[src/rtl/usb_bd_pkg.sv]
package usb_bd_pkg;
  localparam int BYTE_W     = 8;
  localparam int CNT_W      = 10;
  localparam int CNT_HI_W   = CNT_W - BYTE_W;
  localparam int PID_W      = 4;
  localparam int DESC_BYTES = 4;
  localparam int SEL_W      = $clog2(DESC_BYTES);
  localparam int ADDR_W     = 2 * BYTE_W;

  // status byte bit positions
  localparam int B_OWN   = 7;
  localparam int B_TOG   = 6;
  localparam int B_SYNC  = 3;
  localparam int B_STALL = 2;

  localparam logic [SEL_W-1:0] SEL_STAT = 2'd0;
  localparam logic [SEL_W-1:0] SEL_CNT  = 2'd1;

  typedef enum logic [1:0] {
    TK_OUT   = 2'd0,
    TK_IN    = 2'd1,
    TK_SETUP = 2'd2,
    TK_RSVD  = 2'd3
  } tok_kind_t;

  typedef enum logic [1:0] {
    HS_ACK   = 2'd0,
    HS_NAK   = 2'd1,
    HS_STALL = 2'd2
  } hs_t;

  typedef struct packed {
    hs_t               hs;
    logic              commit;
    logic [CNT_W-1:0]  len;
    logic [ADDR_W-1:0] addr;
  } rsp_t;
endpackage

[src/rtl/usb_bd_regs.sv]
module usb_bd_regs
  import usb_bd_pkg::*;
(
  input  logic              clk,
  input  logic              rst_n,
  input  logic              cpu_wr_en,
  input  logic [SEL_W-1:0]  cpu_wr_sel,
  input  logic [BYTE_W-1:0] cpu_wr_data,
  input  logic [SEL_W-1:0]  cpu_rd_sel,
  output logic [BYTE_W-1:0] cpu_rd_data,
  input  logic              eng_wb_en,
  input  logic [BYTE_W-1:0] eng_wb_status,
  input  logic [BYTE_W-1:0] eng_wb_cnt,
  output logic [BYTE_W-1:0] stat_q,
  output logic [BYTE_W-1:0] cnt_q,
  output logic [ADDR_W-1:0] addr_q,
  output logic              blocked_q
);
  logic [DESC_BYTES-1:0][BYTE_W-1:0] desc_w;
  logic own;

  assign own = desc_w[SEL_STAT][B_OWN];

  for (genvar b = 0; b < DESC_BYTES; b++) begin : g_byte
    logic [BYTE_W-1:0] q;
    logic              cpu_hit;
    assign cpu_hit   = cpu_wr_en && (cpu_wr_sel == SEL_W'(b));
    assign desc_w[b] = q;

    if (b == 0) begin : g_stat
      // engine write-back wins over a simultaneous CPU status write
      always_ff @(posedge clk) begin
        if (!rst_n)         q <= '0;
        else if (eng_wb_en) q <= eng_wb_status;
        else if (cpu_hit)   q <= cpu_wr_data;
      end
    end else if (b == 1) begin : g_cnt
      always_ff @(posedge clk) begin
        if (!rst_n)                q <= '0;
        else if (eng_wb_en)        q <= eng_wb_cnt;
        else if (cpu_hit && !own)  q <= cpu_wr_data;
      end
    end else begin : g_addr
      always_ff @(posedge clk) begin
        if (!rst_n)               q <= '0;
        else if (cpu_hit && !own) q <= cpu_wr_data;
      end
    end
  end

  always_ff @(posedge clk) begin
    if (!rst_n)
      blocked_q <= 1'b0;
    else if (cpu_wr_en && cpu_wr_sel != SEL_STAT && own)
      blocked_q <= 1'b1;
    else if (cpu_wr_en && cpu_wr_sel == SEL_STAT && !eng_wb_en)
      blocked_q <= 1'b0;
  end

  assign cpu_rd_data = desc_w[cpu_rd_sel];
  assign stat_q      = desc_w[0];
  assign cnt_q       = desc_w[1];
  assign addr_q      = {desc_w[3], desc_w[2]};

  AST_IDLE_DESC_STABLE: assert property (@(posedge clk) disable iff (!rst_n)
    (!own && !cpu_wr_en) |=> $stable(desc_w));

  AST_OWNED_FIELDS_FROZEN: assert property (@(posedge clk) disable iff (!rst_n)
    (own && !eng_wb_en) |=> $stable(desc_w[3:1]));
endmodule

[src/rtl/usb_bd_decide.sv]
module usb_bd_decide
  import usb_bd_pkg::*;
#(
  parameter bit CHECK_SETUP_TOGGLE = 1'b0
) (
  input  logic [1:0]        kind,
  input  logic [PID_W-1:0]  pid,
  input  logic              toggle,
  input  logic [CNT_W-1:0]  rx_cnt,
  input  logic [BYTE_W-1:0] stat,
  input  logic [BYTE_W-1:0] cnt,
  output hs_t               hs,
  output logic              commit,
  output logic [CNT_W-1:0]  len,
  output logic              stall_hit,
  output logic [BYTE_W-1:0] wb_status,
  output logic [BYTE_W-1:0] wb_cnt
);
  logic [CNT_W-1:0] armed;
  logic             is_in, is_setup, sync_applies, tog_bad, wb_tog;

  assign armed    = {stat[CNT_HI_W-1:0], cnt};
  assign is_in    = (kind == TK_IN);
  assign is_setup = (kind == TK_SETUP);

  if (CHECK_SETUP_TOGGLE) begin : g_sync_all
    assign sync_applies = !is_in;
  end else begin : g_sync_out
    assign sync_applies = !is_in && !is_setup;
  end

  assign tog_bad = sync_applies && stat[B_SYNC] && (toggle != stat[B_TOG]);

  always_comb begin
    hs        = HS_NAK;
    commit    = 1'b0;
    len       = '0;
    stall_hit = 1'b0;
    if (stat[B_OWN]) begin
      if (stat[B_STALL] && !is_setup) begin
        hs        = HS_STALL;
        stall_hit = 1'b1;
      end else if (tog_bad) begin
        hs = HS_ACK;
      end else begin
        hs     = HS_ACK;
        commit = 1'b1;
        if (is_in)               len = armed;
        else if (rx_cnt < armed) len = rx_cnt;
        else                     len = armed;
      end
    end
  end

  assign wb_tog    = is_in ? stat[B_TOG] : toggle;
  assign wb_status = {1'b0, wb_tog, pid, len[CNT_W-1:BYTE_W]};
  assign wb_cnt    = len[BYTE_W-1:0];
endmodule

[src/rtl/usb_bd_rsp.sv]
module usb_bd_rsp
  import usb_bd_pkg::*;
(
  input  logic clk,
  input  logic rst_n,
  input  logic load,
  input  rsp_t rsp_in,
  input  logic rsp_ready,
  output logic rsp_valid,
  output rsp_t rsp_q,
  output logic can_take
);
  assign can_take = !rsp_valid || rsp_ready;

  always_ff @(posedge clk) begin
    if (!rst_n) begin
      rsp_valid <= 1'b0;
      rsp_q     <= '0;
    end else if (load) begin
      rsp_valid <= 1'b1;
      rsp_q     <= rsp_in;
    end else if (rsp_ready) begin
      rsp_valid <= 1'b0;
    end
  end

  AST_RSP_HELD: assert property (@(posedge clk) disable iff (!rst_n)
    (rsp_valid && !rsp_ready) |=> (rsp_valid && $stable(rsp_q)));
endmodule

[src/rtl/usb_bd_engine.sv]
module usb_bd_engine
  import usb_bd_pkg::*;
#(
  parameter bit CHECK_SETUP_TOGGLE = 1'b0
) (
  input  logic              clk,
  input  logic              rst_n,
  input  logic              cpu_wr_en,
  input  logic [1:0]        cpu_wr_sel,
  input  logic [7:0]        cpu_wr_data,
  input  logic [1:0]        cpu_rd_sel,
  output logic [7:0]        cpu_rd_data,
  output logic              cpu_blocked,
  input  logic              tok_valid,
  output logic              tok_ready,
  input  logic [1:0]        tok_kind,
  input  logic [3:0]        tok_pid,
  input  logic              tok_toggle,
  input  logic [9:0]        tok_count,
  output logic              rsp_valid,
  input  logic              rsp_ready,
  output logic [1:0]        rsp_hs,
  output logic              rsp_commit,
  output logic [9:0]        rsp_len,
  output logic [15:0]       rsp_addr,
  output logic              xfer_done,
  output logic              stall_pulse
);
  logic [BYTE_W-1:0] stat_w, cnt_w, wb_status, wb_cnt;
  logic [ADDR_W-1:0] addr_w;
  logic [CNT_W-1:0]  dec_len;
  hs_t               dec_hs;
  logic              dec_commit, dec_stall, accept;
  rsp_t              rsp_next, rsp_q;

  assign accept = tok_valid && tok_ready;

  usb_bd_regs i_regs (
    .clk, .rst_n,
    .cpu_wr_en, .cpu_wr_sel, .cpu_wr_data, .cpu_rd_sel, .cpu_rd_data,
    .eng_wb_en     (accept && dec_commit),
    .eng_wb_status (wb_status),
    .eng_wb_cnt    (wb_cnt),
    .stat_q        (stat_w),
    .cnt_q         (cnt_w),
    .addr_q        (addr_w),
    .blocked_q     (cpu_blocked)
  );

  usb_bd_decide #(.CHECK_SETUP_TOGGLE(CHECK_SETUP_TOGGLE)) i_decide (
    .kind      (tok_kind),
    .pid       (tok_pid),
    .toggle    (tok_toggle),
    .rx_cnt    (tok_count),
    .stat      (stat_w),
    .cnt       (cnt_w),
    .hs        (dec_hs),
    .commit    (dec_commit),
    .len       (dec_len),
    .stall_hit (dec_stall),
    .wb_status (wb_status),
    .wb_cnt    (wb_cnt)
  );

  assign rsp_next = '{hs: dec_hs, commit: dec_commit, len: dec_len, addr: addr_w};

  usb_bd_rsp i_rsp (
    .clk, .rst_n,
    .load      (accept),
    .rsp_in    (rsp_next),
    .rsp_ready,
    .rsp_valid,
    .rsp_q,
    .can_take  (tok_ready)
  );

  assign rsp_hs     = rsp_q.hs;
  assign rsp_commit = rsp_q.commit;
  assign rsp_len    = rsp_q.len;
  assign rsp_addr   = rsp_q.addr;

  always_ff @(posedge clk) begin
    if (!rst_n) begin
      xfer_done   <= 1'b0;
      stall_pulse <= 1'b0;
    end else begin
      xfer_done   <= accept && dec_commit;
      stall_pulse <= accept && dec_stall;
    end
  end

  AST_DONE_RELEASES_OWN: assert property (@(posedge clk) disable iff (!rst_n)
    xfer_done |-> !stat_w[B_OWN]);

  AST_DONE_COUNT_MATCHES: assert property (@(posedge clk) disable iff (!rst_n)
    xfer_done |-> ({stat_w[CNT_HI_W-1:0], cnt_w} == rsp_len && rsp_commit));

  AST_STALL_KEEPS_OWN: assert property (@(posedge clk) disable iff (!rst_n)
    (stall_pulse && $past(!(cpu_wr_en && cpu_wr_sel == SEL_STAT)))
      |-> (stat_w[B_OWN] && stat_w[B_STALL]));

  AST_NAK_NO_COMMIT: assert property (@(posedge clk) disable iff (!rst_n)
    (rsp_valid && rsp_hs == HS_NAK) |-> (!rsp_commit && rsp_len == '0));

  AST_ONE_EVENT: assert property (@(posedge clk) disable iff (!rst_n)
    $onehot0({xfer_done, stall_pulse}));
endmodule

[config.mk]
export PLATFORM = sky130hd
export DESIGN_NAME = usb_bd_engine
export DESIGN_NICKNAME = d
export VERILOG_FILES = /design/src/rtl/usb_bd_pkg.sv /design/src/rtl/usb_bd_regs.sv /design/src/rtl/usb_bd_decide.sv /design/src/rtl/usb_bd_rsp.sv /design/src/rtl/usb_bd_engine.sv
export SDC_FILE = /design/constraint.sdc
export NUM_CORES = 1
export LEC_CHECK = 0
export BUFFER_PORTS_ARGS = -buffer_cell sky130_fd_sc_hd__buf_2
export CELL_PAD_IN_SITES_DETAIL_PLACEMENT = 0
export CELL_PAD_IN_SITES_GLOBAL_PLACEMENT = 1
export CORE_ASPECT_RATIO = 1.25
export CORE_UTILIZATION = 35
export DETAILED_ROUTE_END_ITERATION = 8
export PLACE_DENSITY = 0.83
export REMOVE_ABC_BUFFERS = 1
export SYNTH_ARGS = -nofsm -noshare
export SYNTH_HDL_FRONTEND = slang
export SYNTH_SLANG_ARGS = --single-unit
[constraint.sdc]
create_clock -name clk -period 1.6 [get_ports clk]
set_input_delay 0.08 -clock clk [delete_from_list [all_inputs] [get_ports clk]]
set_output_delay 0.08 -clock clk [all_outputs]
set_load 0.02 [all_outputs]
==> report_table.html, run 1 <==
<table>
<tr><th>Metric</th><th>Value</th></tr>
<tr><th colspan="2">Worst setup path</th></tr>
<tr><td>Critical Path End Type</td><td>flip-flop</td></tr>
<tr><td>Arrival time of data at the critical path endpoint</td><td>1.99 ns</td></tr>
<tr><td>Reg2Reg Launch Point</td><td>i_regs.cnt_q[7]</td></tr>
<tr><td>Longest individual stage delay on the worst path</td><td>0.34 ns</td></tr>
<tr><td>Startpoint class of the critical path</td><td>flip-flop</td></tr>
<tr><td>Top fanout value on the critical path</td><td>4</td></tr>
<tr><td>Worst Path Class, Setup</td><td>reg2reg</td></tr>
<tr><td>Cells traversed along the worst timing path</td><td>inv_2 -&gt; ha_4 -&gt; a211o_1 -&gt; o211ai_1 -&gt; o211ai_4 -&gt; buf_6 -&gt; o211ai_1 -&gt; o211ai_1</td></tr>
<tr><td>Slowest library cell on the worst path</td><td>sky130_fd_sc_hd__dfxtp_2</td></tr>
<tr><td>Required arrival time at the worst endpoint</td><td>1.81 ns</td></tr>
<tr><td>Cell with the most instances on the worst path</td><td>sky130_fd_sc_hd__o211ai_1</td></tr>
<tr><td>Crit. Startpoint</td><td>i_regs.cnt_q[7]</td></tr>
<tr><th colspan="2">Floorplan</th></tr>
<tr><td>Boundary pin count</td><td>76</td></tr>
<tr><td>Y dimension of the die</td><td>106 um</td></tr>
<tr><td>Row count</td><td>37</td></tr>
<tr><td>Full die area</td><td>9020 sq um</td></tr>
<tr><td>Initial core utilization</td><td>36.5%</td></tr>
<tr><td>Floorplan Core Area</td><td>8290 sq um</td></tr>
<tr><td>Die X-Extent</td><td>85.1 um</td></tr>
<tr><th colspan="2">Yosys</th></tr>
<tr><td>Netlist cell types</td><td>41</td></tr>
<tr><td>Number of warnings printed during yosys synthesis</td><td>0</td></tr>
<tr><td>Share of synthesized area occupied by flip-flops and latches</td><td>43.0%</td></tr>
<tr><td>Syn Area/Cell</td><td>8.81 sq um</td></tr>
<tr><td>Asr flop ratio synth</td><td>0%</td></tr>
<tr><td>Dominant register cell in the synthesized netlist</td><td>sky130_fd_sc_hd__dfxtp_1</td></tr>
<tr><td>Cell area after synthesis</td><td>3020 sq um</td></tr>
<tr><td>Synthesized instance count</td><td>343</td></tr>
<tr><td>Number of enable flip-flop cells after synthesis</td><td>0</td></tr>
<tr><td>Number of flip-flops and latches in the synthesized netlist</td><td>65</td></tr>
<tr><th colspan="2">Clock network</th></tr>
<tr><td>Buffer type at the clock tree root</td><td>sky130_fd_sc_hd__clkbuf_8</td></tr>
<tr><td>Maximum number of buffers from clock root to sink</td><td>2</td></tr>
<tr><td>Number of clock buffers inserted by TritonCTS</td><td>9</td></tr>
<tr><td>Clock tree from TritonCTS</td><td>yes</td></tr>
<tr><td>Insertion delay to the later sink of the worst-skew pair</td><td>0.35 ns</td></tr>
<tr><td>H-tree Lvls</td><td>3</td></tr>
<tr><td>Clock edge transition at the registers on the reported setup and hold paths</td><td>0.07 ns</td></tr>
<tr><td>Sink Count</td><td>65</td></tr>
<tr><th colspan="2">Timing</th></tr>
<tr><td>Final setup viols</td><td>20</td></tr>
<tr><td>Worst clock skew</td><td>0.0111 ns</td></tr>
<tr><td>Post-layout worst setup margin</td><td>-0.184 ns</td></tr>
<tr><td>Final period util</td><td>111%</td></tr>
<tr><td>Max frequency</td><td>0.561 GHz</td></tr>
<tr><td>Total count of max-transition violations in the final report</td><td>0</td></tr>
<tr><td>Unrepaired setup endpoints after global routing</td><td>yes</td></tr>
<tr><td>Setup tns final</td><td>-2.89 ns</td></tr>
<tr><td>Final critical path time including I/O delays and setup</td><td>1.78 ns</td></tr>
<tr><td>Final hold violations</td><td>0</td></tr>
<tr><td>Worst Tran Pin Value</td><td>0.367 ns</td></tr>
<tr><td>Worst relative slew slack</td><td>75.2%</td></tr>
<tr><th colspan="2">Route</th></tr>
<tr><td>Count of TritonRoute iterations in the first routing pass</td><td>5</td></tr>
<tr><td>Wire length reported by the detailed router</td><td>8610 um</td></tr>
<tr><td>Total number of vias</td><td>2878</td></tr>
<tr><td>Average routed wire per standard cell</td><td>15.5 um</td></tr>
<tr><td>Remaining DRCs</td><td>0</td></tr>
<tr><td>Number of vias per cell</td><td>5.17</td></tr>
<tr><td>Post-route ant nets</td><td>0</td></tr>
<tr><td>Detailed router's first-iteration violation count</td><td>146</td></tr>
<tr><th colspan="2">Pwr</th></tr>
<tr><td>Total power consumption of the routed design</td><td>3.80 mW</td></tr>
<tr><td>Fraction of power consumed by sequential logic</td><td>44.5%</td></tr>
<tr><td>Power density relative to cell area</td><td>927 nW/um^2</td></tr>
<tr><td>Relative contribution of the clock network to total power</td><td>41.6%</td></tr>
<tr><td>Power share of the combinational group</td><td>14.0%</td></tr>
<tr><td>Reported leakage power</td><td>1.75 nW</td></tr>
<tr><td>Total net switching power</td><td>0.935 mW</td></tr>
<tr><td>Peak supply drop</td><td>0.381 mV</td></tr>
<tr><td>Switching part of the total power</td><td>24.6%</td></tr>
<tr><td>Cell-internal power</td><td>2.87 mW</td></tr>
<tr><th colspan="2">GRT</th></tr>
<tr><td>Antenna violations before repair</td><td>0</td></tr>
<tr><td>Number of global-route vias before repair</td><td>2858</td></tr>
<tr><td>GRT Util Overall</td><td>20.1%</td></tr>
<tr><td>Wire length of the first global-routing pass</td><td>13800 um</td></tr>
<tr><td>Remaining Overflow, GRT</td><td>0</td></tr>
<tr><td>Largest net degree at the start of global routing</td><td>22</td></tr>
<tr><th colspan="2">Worst hold path</th></tr>
<tr><td>Hold Crit Class</td><td>in2reg</td></tr>
<tr><td>Startpoint of the most critical hold path</td><td>cpu_wr_data[6]</td></tr>
<tr><th colspan="2">Final layout</th></tr>
<tr><td>Layout cell share with drive strength beyond 1</td><td>35.0%</td></tr>
<tr><td>Layout-stage area growth over the synthesis result</td><td>35.8%</td></tr>
<tr><td>Fillers</td><td>786</td></tr>
<tr><td>NumNets Final</td><td>500</td></tr>
<tr><td>Number of inserted diodes</td><td>0</td></tr>
<tr><th colspan="2">Placed design</th></tr>
<tr><td>Placed wire-length estimate</td><td>6370 um</td></tr>
<tr><td>Minimum setup slack after placement</td><td>-0.435 ns</td></tr>
<tr><td>I/O Buffers</td><td>75</td></tr>
<tr><td>Weighted congestion at the end of routability-driven global placement</td><td>0.826</td></tr>
<tr><th colspan="2">Outcome</th></tr>
<tr><td>Run status</td><td>complete, but fails checks</td></tr>
<tr><td>Violated checks</td><td>setup timing</td></tr>
<tr><th colspan="2">Run</th></tr>
<tr><td>Max-cap check violation count</td><td>0</td></tr>
</table>
## cell type report
type,count,area (sq um),area share [%]
Clock buffer,14,163,3.96
Clock inverter,2,60.1,1.46
Inverter,14,52.6,1.28
Multi-Input combinational cell,244,1630,39.7
Sequential cell,65,1310,31.8
Tap cell,97,121,2.96
Timing Repair Buffer,121,772,18.8
## metrics by stage
step / area (sq um) / utilization (%) / std cells / hold slack (ns)
2_1_floorplan: 2920 / - / 323 / 0.198
3_3_place_gp: 3780 / 45.6 / 537 / 0.356
3_5_place_dp: 3780 / 45.6 / 537 / 0.363
4_1_cts: 4080 / 49.2 / 557 / 0.0109
5_1_grt: 4100 / 49.5 / 557 / 0.0235
6_report: 4100 / 49.5 / 557 / 0.0288
## timing repair
item,4_1_cts,5_1_grt
endpoints found under the setup margin,20,20
pin swaps,26,9
setup buffers,4,0
resized for setup,16,3
hold endpoints to repair,1,0
hold buffers,1,0
## per-layer routing
metal  vias up  wire [um]  track usage [%]
met5         -          0                0
met4         0        216             10.3
met3        16        345             4.19
met2        59       4400             34.4
met1      1364       3650             23.5
li1       1439          -                -
## cells in the mapped netlist, types with 2 or more instances
cell type / count / area share, %
sky130_fd_sc_hd__and2_1: 3 / 0.62
sky130_fd_sc_hd__buf_1: 2 / 0.25
sky130_fd_sc_hd__nand4_1: 12 / 2.5
sky130_fd_sc_hd__mux4_2: 8 / 6.0
sky130_fd_sc_hd__buf_4: 2 / 0.50
sky130_fd_sc_hd__ha_1: 11 / 4.6
sky130_fd_sc_hd__mux2i_1: 13 / 4.3
sky130_fd_sc_hd__a21oi_1: 41 / 6.8
sky130_fd_sc_hd__nand2b_1: 3 / 0.62
sky130_fd_sc_hd__a211oi_1: 5 / 1.2
sky130_fd_sc_hd__o21ai_0: 3 / 0.50
sky130_fd_sc_hd__nor2b_1: 2 / 0.41
sky130_fd_sc_hd__nand3_1: 11 / 1.8
sky130_fd_sc_hd__buf_2: 8 / 1.3
sky130_fd_sc_hd__inv_1: 13 / 1.6
sky130_fd_sc_hd__o211ai_1: 21 / 5.2
sky130_fd_sc_hd__buf_6: 2 / 0.74
sky130_fd_sc_hd__dfxtp_1: 65 / 43
sky130_fd_sc_hd__nand2_1: 64 / 7.9
sky130_fd_sc_hd__nor2_1: 28 / 3.5
sky130_fd_sc_hd__clkbuf_1: 6 / 0.74
## layout by cell type, fill, tap and decap left out, drive strengths merged, types with 2 or more instances in the layout
cell type / Yosys / final
buf: 14 / 120
dfxtp: 65 / 65
nand2: 64 / 64
a21oi: 41 / 41
nor2: 30 / 30
o211ai: 23 / 23
inv: 14 / 14
clkbuf: 6 / 14
mux2i: 13 / 13
nand4: 12 / 12
nand3: 11 / 11
ha: 11 / 11
mux4: 8 / 8
a211oi: 5 / 5
o21ai: 4 / 4
nand2b: 3 / 3
and2: 3 / 3
or2: 2 / 2
bufinv: 0 / 2
nor2b: 2 / 2
## cells by family (layout without fill, tap and decap cells)
group,count (synthesis),after routing,synth area share (%)
and+or+nand+nor,133,133,20.0
adders and majority gates,11,11,4.55
AOI/OAI and AO/OA,78,78,16.5
xor gates and xnor gates,1,1,0.290
buffers and inverters,34,151,5.30
DFF,65,65,43.0
muxes,21,21,10.3
## worst max-delay path: cells and delay by family (launching register included)
family | cells | cell delay, ns
flops | 1 | 0.34
compound gates | 5 | 0.90
buf+inv | 2 | 0.20
fa+ha+maj | 1 | 0.21
## sequential cells by signal (all words and copies together), names as in the netlist
signal	cells
i_regs.stat_q	8
xfer_done	1
i_rsp.rsp_q	29
stall_pulse	1
i_regs.blocked_q	1
i_regs.cnt_q	8
i_regs.g_byte.q	16
i_rsp.rsp_valid	1
## final timing paths
check	cells after the start	slack [ns]	endpoint
setup / recovery	8	-0.18	i_regs.stat_q[1]
hold / removal	3	0.03	i_regs.g_byte[3].q[6]
setup reg to reg	8	-0.18	i_regs.stat_q[1]
hold reg to reg	2	0.45	i_rsp.rsp_q[14]
## power groups by stage
stage | Clock, mW | Sequential, mW | Combinational, mW
after global placement | 0 | 1.72 | 0.490
after CTS | 1.61 | 1.69 | 0.523
after global routing | 1.68 | 1.69 | 0.575
after floorplan | 0 | 1.73 | 0.228
after detailed placement | 0 | 1.72 | 0.495
final | 1.58 | 1.69 | 0.531
(Power assumes the default switching activity.)
==> run 2, diff against run 1 <==
--- a/config.mk
+++ b/config.mk
@@ -6,12 +6,10 @@
 export NUM_CORES = 1
 export LEC_CHECK = 0
 export BUFFER_PORTS_ARGS = -buffer_cell sky130_fd_sc_hd__buf_2
-export CELL_PAD_IN_SITES_DETAIL_PLACEMENT = 0
-export CELL_PAD_IN_SITES_GLOBAL_PLACEMENT = 1
 export CORE_ASPECT_RATIO = 1.25
-export CORE_UTILIZATION = 35
+export CORE_UTILIZATION = 40
 export DETAILED_ROUTE_END_ITERATION = 8
-export PLACE_DENSITY = 0.83
+export PLACE_DENSITY = 0.73
 export REMOVE_ABC_BUFFERS = 1
 export SYNTH_ARGS = -nofsm -noshare
 export SYNTH_HDL_FRONTEND = slang
==> run 2 against run 1 <==
  * The run still ends with setup timing left
  * Combinational power decreased by 1%
  * Utilization increased by 5.9 points
  * Register-to-register slack got worse by 0.02 ns
  * Clock power about the same
  * First-iteration DRC count decreased by 4.1%
  * Sequential power about the same
  * Clock skew decreased by 0.0044 ns
  * Non-clock buffer count decreased by 3
  * Global-route usage increased by 1.6 points
  * Sequential share of layout area increased by 0.19 points
  * Die area decreased by 12%
  * Critical path depth increased by 1
  * Largest cell class unchanged
==> report_table.html, run 2 (synthesis results as in run 1) <==
<table>
<tr><th>Metric</th><th>Value</th></tr>
<tr><th colspan="2">Outcome</th></tr>
<tr><td>Run status</td><td>complete, but fails checks (unchanged)</td></tr>
<tr><td>Violated checks</td><td>setup timing (unchanged)</td></tr>
<tr><th colspan="2">Worst setup path</th></tr>
<tr><td>Number of gates on the worst path with buffers counted</td><td>9 (was 8)</td></tr>
<tr><td>Required arrival time at the worst endpoint</td><td>1.81 ns (about the same)</td></tr>
<tr><td>Crit path to</td><td>i_regs.cnt_q[1] (was i_regs.stat_q[1])</td></tr>
<tr><td>Worst-case reg-to-reg path depth</td><td>9 (was 8)</td></tr>
<tr><td>Kind of cell adding the most delay to the critical path</td><td>compound AO/OA/AOI/OAI gates (unchanged)</td></tr>
<tr><td>Critical path buffer and inverter count</td><td>3 (was 2)</td></tr>
<tr><td>Top fanout value on the critical path</td><td>6 (was 4)</td></tr>
<tr><td>Cells traversed along the worst timing path</td><td>inv_2 -&gt; ha_4 -&gt; a211o_1 -&gt; o211ai_1 -&gt; buf_4 -&gt; o211ai_4 -&gt; buf_6 -&gt; o211ai_1 -&gt; o211ai_1 (was inv_2 -&gt; ha_4 -&gt; a211o_1 -&gt; o211ai_1 -&gt; o211ai_4 -&gt; buf_6 -&gt; o211ai_1 -&gt; o211ai_1)</td></tr>
<tr><td>Slowest library cell on the worst path</td><td>sky130_fd_sc_hd__dfxtp_2 (unchanged)</td></tr>
<tr><td>Worst Path Class, Setup</td><td>reg2reg (unchanged)</td></tr>
<tr><td>Reg2Reg Launch Point</td><td>i_regs.cnt_q[7] (unchanged)</td></tr>
<tr><td>Arrival time of data at the critical path endpoint</td><td>2.02 ns (was 1.99 ns)</td></tr>
<tr><td>Cell with the most instances on the worst path</td><td>sky130_fd_sc_hd__o211ai_1 (unchanged)</td></tr>
<tr><td>Longest individual stage delay on the worst path</td><td>0.34 ns (about the same)</td></tr>
<tr><td>Startpoint class of the critical path</td><td>flip-flop (unchanged)</td></tr>
<tr><td>Endpoint of the most critical register-to-register path</td><td>i_regs.cnt_q[1] (was i_regs.stat_q[1])</td></tr>
<tr><td>Critical Path End Type</td><td>flip-flop (unchanged)</td></tr>
<tr><td>Crit. Startpoint</td><td>i_regs.cnt_q[7] (unchanged)</td></tr>
<tr><td>Reg2Reg Setup Slack</td><td>-0.21 ns (was -0.18 ns)</td></tr>
<tr><th colspan="2">Final layout</th></tr>
<tr><td>Layout-stage area growth over the synthesis result</td><td>35.0% (was 35.8%)</td></tr>
<tr><td>Registers with the most flip-flops</td><td>i_rsp.rsp_q (29), i_regs.g_byte.q (16) (unchanged)</td></tr>
<tr><td>Largest Register</td><td>i_rsp.rsp_q (unchanged)</td></tr>
<tr><td>Layout cell share with drive strength beyond 1</td><td>34.6% (was 35.0%)</td></tr>
<tr><td>Number of inserted diodes</td><td>0 (unchanged)</td></tr>
<tr><td>Leading cell type in the layout, fill and taps excluded</td><td>sky130_fd_sc_hd__buf_2 (unchanged)</td></tr>
<tr><td>NumNets Final</td><td>497 (was 500)</td></tr>
<tr><td>Commonest non-fill, non-tap cells in the layout</td><td>75 x sky130_fd_sc_hd__buf_2, 64 x sky130_fd_sc_hd__nand2_1, 61 x sky130_fd_sc_hd__dfxtp_1, 41 x sky130_fd_sc_hd__a21oi_1, 35 x sky130_fd_sc_hd__buf_4 (was 75 x sky130_fd_sc_hd__buf_2, 64 x sky130_fd_sc_hd__nand2_1, 61 x sky130_fd_sc_hd__dfxtp_1, 41 x sky130_fd_sc_hd__a21oi_1, 39 x sky130_fd_sc_hd__buf_4)</td></tr>
<tr><td>Max FFs per register</td><td>29 (unchanged)</td></tr>
<tr><th colspan="2">Timing</th></tr>
<tr><td>Final hold violations</td><td>0 (unchanged)</td></tr>
<tr><td>Worst Tran Pin Value</td><td>0.362 ns (was 0.367 ns)</td></tr>
<tr><td>Post-layout worst setup margin</td><td>-0.207 ns (was -0.184 ns)</td></tr>
<tr><td>Setup tns final</td><td>-2.74 ns (was -2.89 ns)</td></tr>
<tr><td>Final period util</td><td>113% (was 111%)</td></tr>
<tr><td>Final setup viols</td><td>20 (unchanged)</td></tr>
<tr><td>Unrepaired setup endpoints after global routing</td><td>yes (unchanged)</td></tr>
<tr><td>Total count of max-transition violations in the final report</td><td>0 (unchanged)</td></tr>
<tr><td>Max frequency</td><td>0.553 GHz (was 0.561 GHz)</td></tr>
<tr><td>Worst relative slew slack</td><td>75.5% (was 75.2%)</td></tr>
<tr><td>Final critical path time including I/O delays and setup</td><td>1.81 ns (was 1.78 ns)</td></tr>
<tr><td>Worst clock skew</td><td>0.00673 ns (was 0.0111 ns)</td></tr>
<tr><td>Fin Hold WS</td><td>0.0140 ns (was 0.0288 ns)</td></tr>
<tr><th colspan="2">Floorplan</th></tr>
<tr><td>Floorplan Core Area</td><td>7360 sq um (was 8290 sq um)</td></tr>
<tr><td>Initial core utilization</td><td>41.1% (was 36.5%)</td></tr>
<tr><td>Y dimension of the die</td><td>99.2 um (was 106 um)</td></tr>
<tr><td>Die X-Extent</td><td>79.8 um (was 85.1 um)</td></tr>
<tr><td>Full die area</td><td>7910 sq um (was 9020 sq um)</td></tr>
<tr><td>Boundary pin count</td><td>76 (unchanged)</td></tr>
<tr><td>Row count</td><td>35 (was 37)</td></tr>
<tr><th colspan="2">Pwr</th></tr>
<tr><td>Power density relative to cell area</td><td>924 nW/um^2 (was 927 nW/um^2)</td></tr>
<tr><td>Peak supply drop</td><td>0.425 mV (was 0.381 mV)</td></tr>
<tr><td>Reported leakage power</td><td>1.74 nW (was 1.75 nW)</td></tr>
<tr><th colspan="2">Run</th></tr>
<tr><td>Max-cap check violation count</td><td>0 (unchanged)</td></tr>
<tr><th colspan="2">Clock network</th></tr>
<tr><td>H-tree Lvls</td><td>3 (unchanged)</td></tr>
<tr><td>Number of clock buffers inserted by TritonCTS</td><td>9 (unchanged)</td></tr>
<tr><td>Clock edge transition at the registers on the reported setup and hold paths</td><td>0.07 ns (about the same)</td></tr>
<tr><td>Clock tree from TritonCTS</td><td>yes (unchanged)</td></tr>
<tr><td>Sink Count</td><td>65 (unchanged)</td></tr>
<tr><td>Maximum number of buffers from clock root to sink</td><td>2 (unchanged)</td></tr>
<tr><td>Buffer type at the clock tree root</td><td>sky130_fd_sc_hd__clkbuf_8 (unchanged)</td></tr>
<tr><td>Insertion delay to the later sink of the worst-skew pair</td><td>0.34 ns (was 0.35 ns)</td></tr>
<tr><th colspan="2">Placed design</th></tr>
<tr><td>Minimum setup slack after placement</td><td>-0.391 ns (was -0.435 ns)</td></tr>
<tr><td>Placed wire-length estimate</td><td>6080 um (was 6370 um)</td></tr>
<tr><td>I/O Buffers</td><td>75 (unchanged)</td></tr>
<tr><td>Weighted congestion at the end of routability-driven global placement</td><td>0.822 (was 0.826)</td></tr>
<tr><th colspan="2">Route</th></tr>
<tr><td>Total number of vias</td><td>2918 (was 2878)</td></tr>
<tr><td>Average routed wire per standard cell</td><td>14.9 um (was 15.5 um)</td></tr>
<tr><td>Post-route ant nets</td><td>0 (unchanged)</td></tr>
<tr><td>Wire length reported by the detailed router</td><td>8180 um (was 8610 um)</td></tr>
<tr><td>Count of TritonRoute iterations in the first routing pass</td><td>4 (was 5)</td></tr>
<tr><td>Detailed router's first-iteration violation count</td><td>140 (was 146)</td></tr>
<tr><td>Number of vias per cell</td><td>5.32 (was 5.17)</td></tr>
<tr><td>Remaining DRCs</td><td>0 (unchanged)</td></tr>
<tr><th colspan="2">Worst hold path</th></tr>
<tr><td>Hold Crit Class</td><td>in2reg (unchanged)</td></tr>
<tr><th colspan="2">GRT</th></tr>
<tr><td>Remaining Overflow, GRT</td><td>0 (unchanged)</td></tr>
<tr><td>GRT Util Overall</td><td>21.7% (was 20.1%)</td></tr>
<tr><td>Antenna violations before repair</td><td>0 (unchanged)</td></tr>
<tr><td>Largest net degree at the start of global routing</td><td>22 (unchanged)</td></tr>
<tr><td>Number of global-route vias before repair</td><td>2846 (was 2858)</td></tr>
<tr><td>Wire length of the first global-routing pass</td><td>13300 um (was 13800 um)</td></tr>
</table>
## run 2: cell count changes in the layout (fill, tap and decap cells not counted), sizes merged
cell         delta
dlygate4sd3     +1
clkbuf          -2
clkinv          +1
clkinvlp        +1
buf             -4
## run 2: report_power, final
part	switching, mW	total (mW)	internal, mW
sequential	0.0284	1.69	1.66
clock	0.632	1.56	0.924
combinational	0.286	0.524	0.238
## run 2: worst min path at each step
stage	depth (start not counted)	endpoint	from	slack (ns)
2_1_floorplan	1	i_regs.blocked_q	rst_n	0.20
3_3_place_gp	3	i_regs.g_byte[3].q[4]	cpu_wr_data[4]	0.35
3_5_place_dp	3	i_rsp.rsp_valid	tok_valid	0.36
4_1_cts	2	i_regs.blocked_q	rst_n	0.002
5_1_grt	2	i_regs.blocked_q	rst_n	0.01
6_report	2	i_regs.blocked_q	rst_n	0.01
## run 2: final cells by class
class	instances	area, sq um
clock buffers	12	145
clock inverters	4	76.3
fillers	686	3280
inverters	14	52.6
multi-input cells	244	1620
flip-flops and latches	65	1310
well taps	92	115
repair buffers	118	761
## run 2: per-layer routing
metal  vias to the layer above  global-route usage (%)  share of wire, %  routed length (um)
met4                         0                    9.62               2.0                 162
met3                        12                    4.04               4.8                 395
met5                         -                       0                 0                   0
met2                        85                    37.6                52                4260
met1                      1391                    25.9                41                3360
li1                       1430                       -                 -                   -
## run 2: repair_timing
action                     CTS  global route
buffers inserted             4             1
hold buffers                 2             0
hold endpoints to repair     2             0
gates resized for setup     16             3
setup endpoints to repair   20            22
pin swaps                   16            11
## run 2: stage by stage
stage	utilization (%)	instances	power (mW)	area, sq um
floorplan	-	323	1.96	2920
global placement	50.5	526	2.19	3710
detailed placement	50.5	526	2.20	3710
CTS	55.0	548	3.79	4050
global route	55.5	549	3.92	4080
finish	55.5	549	3.77	4080
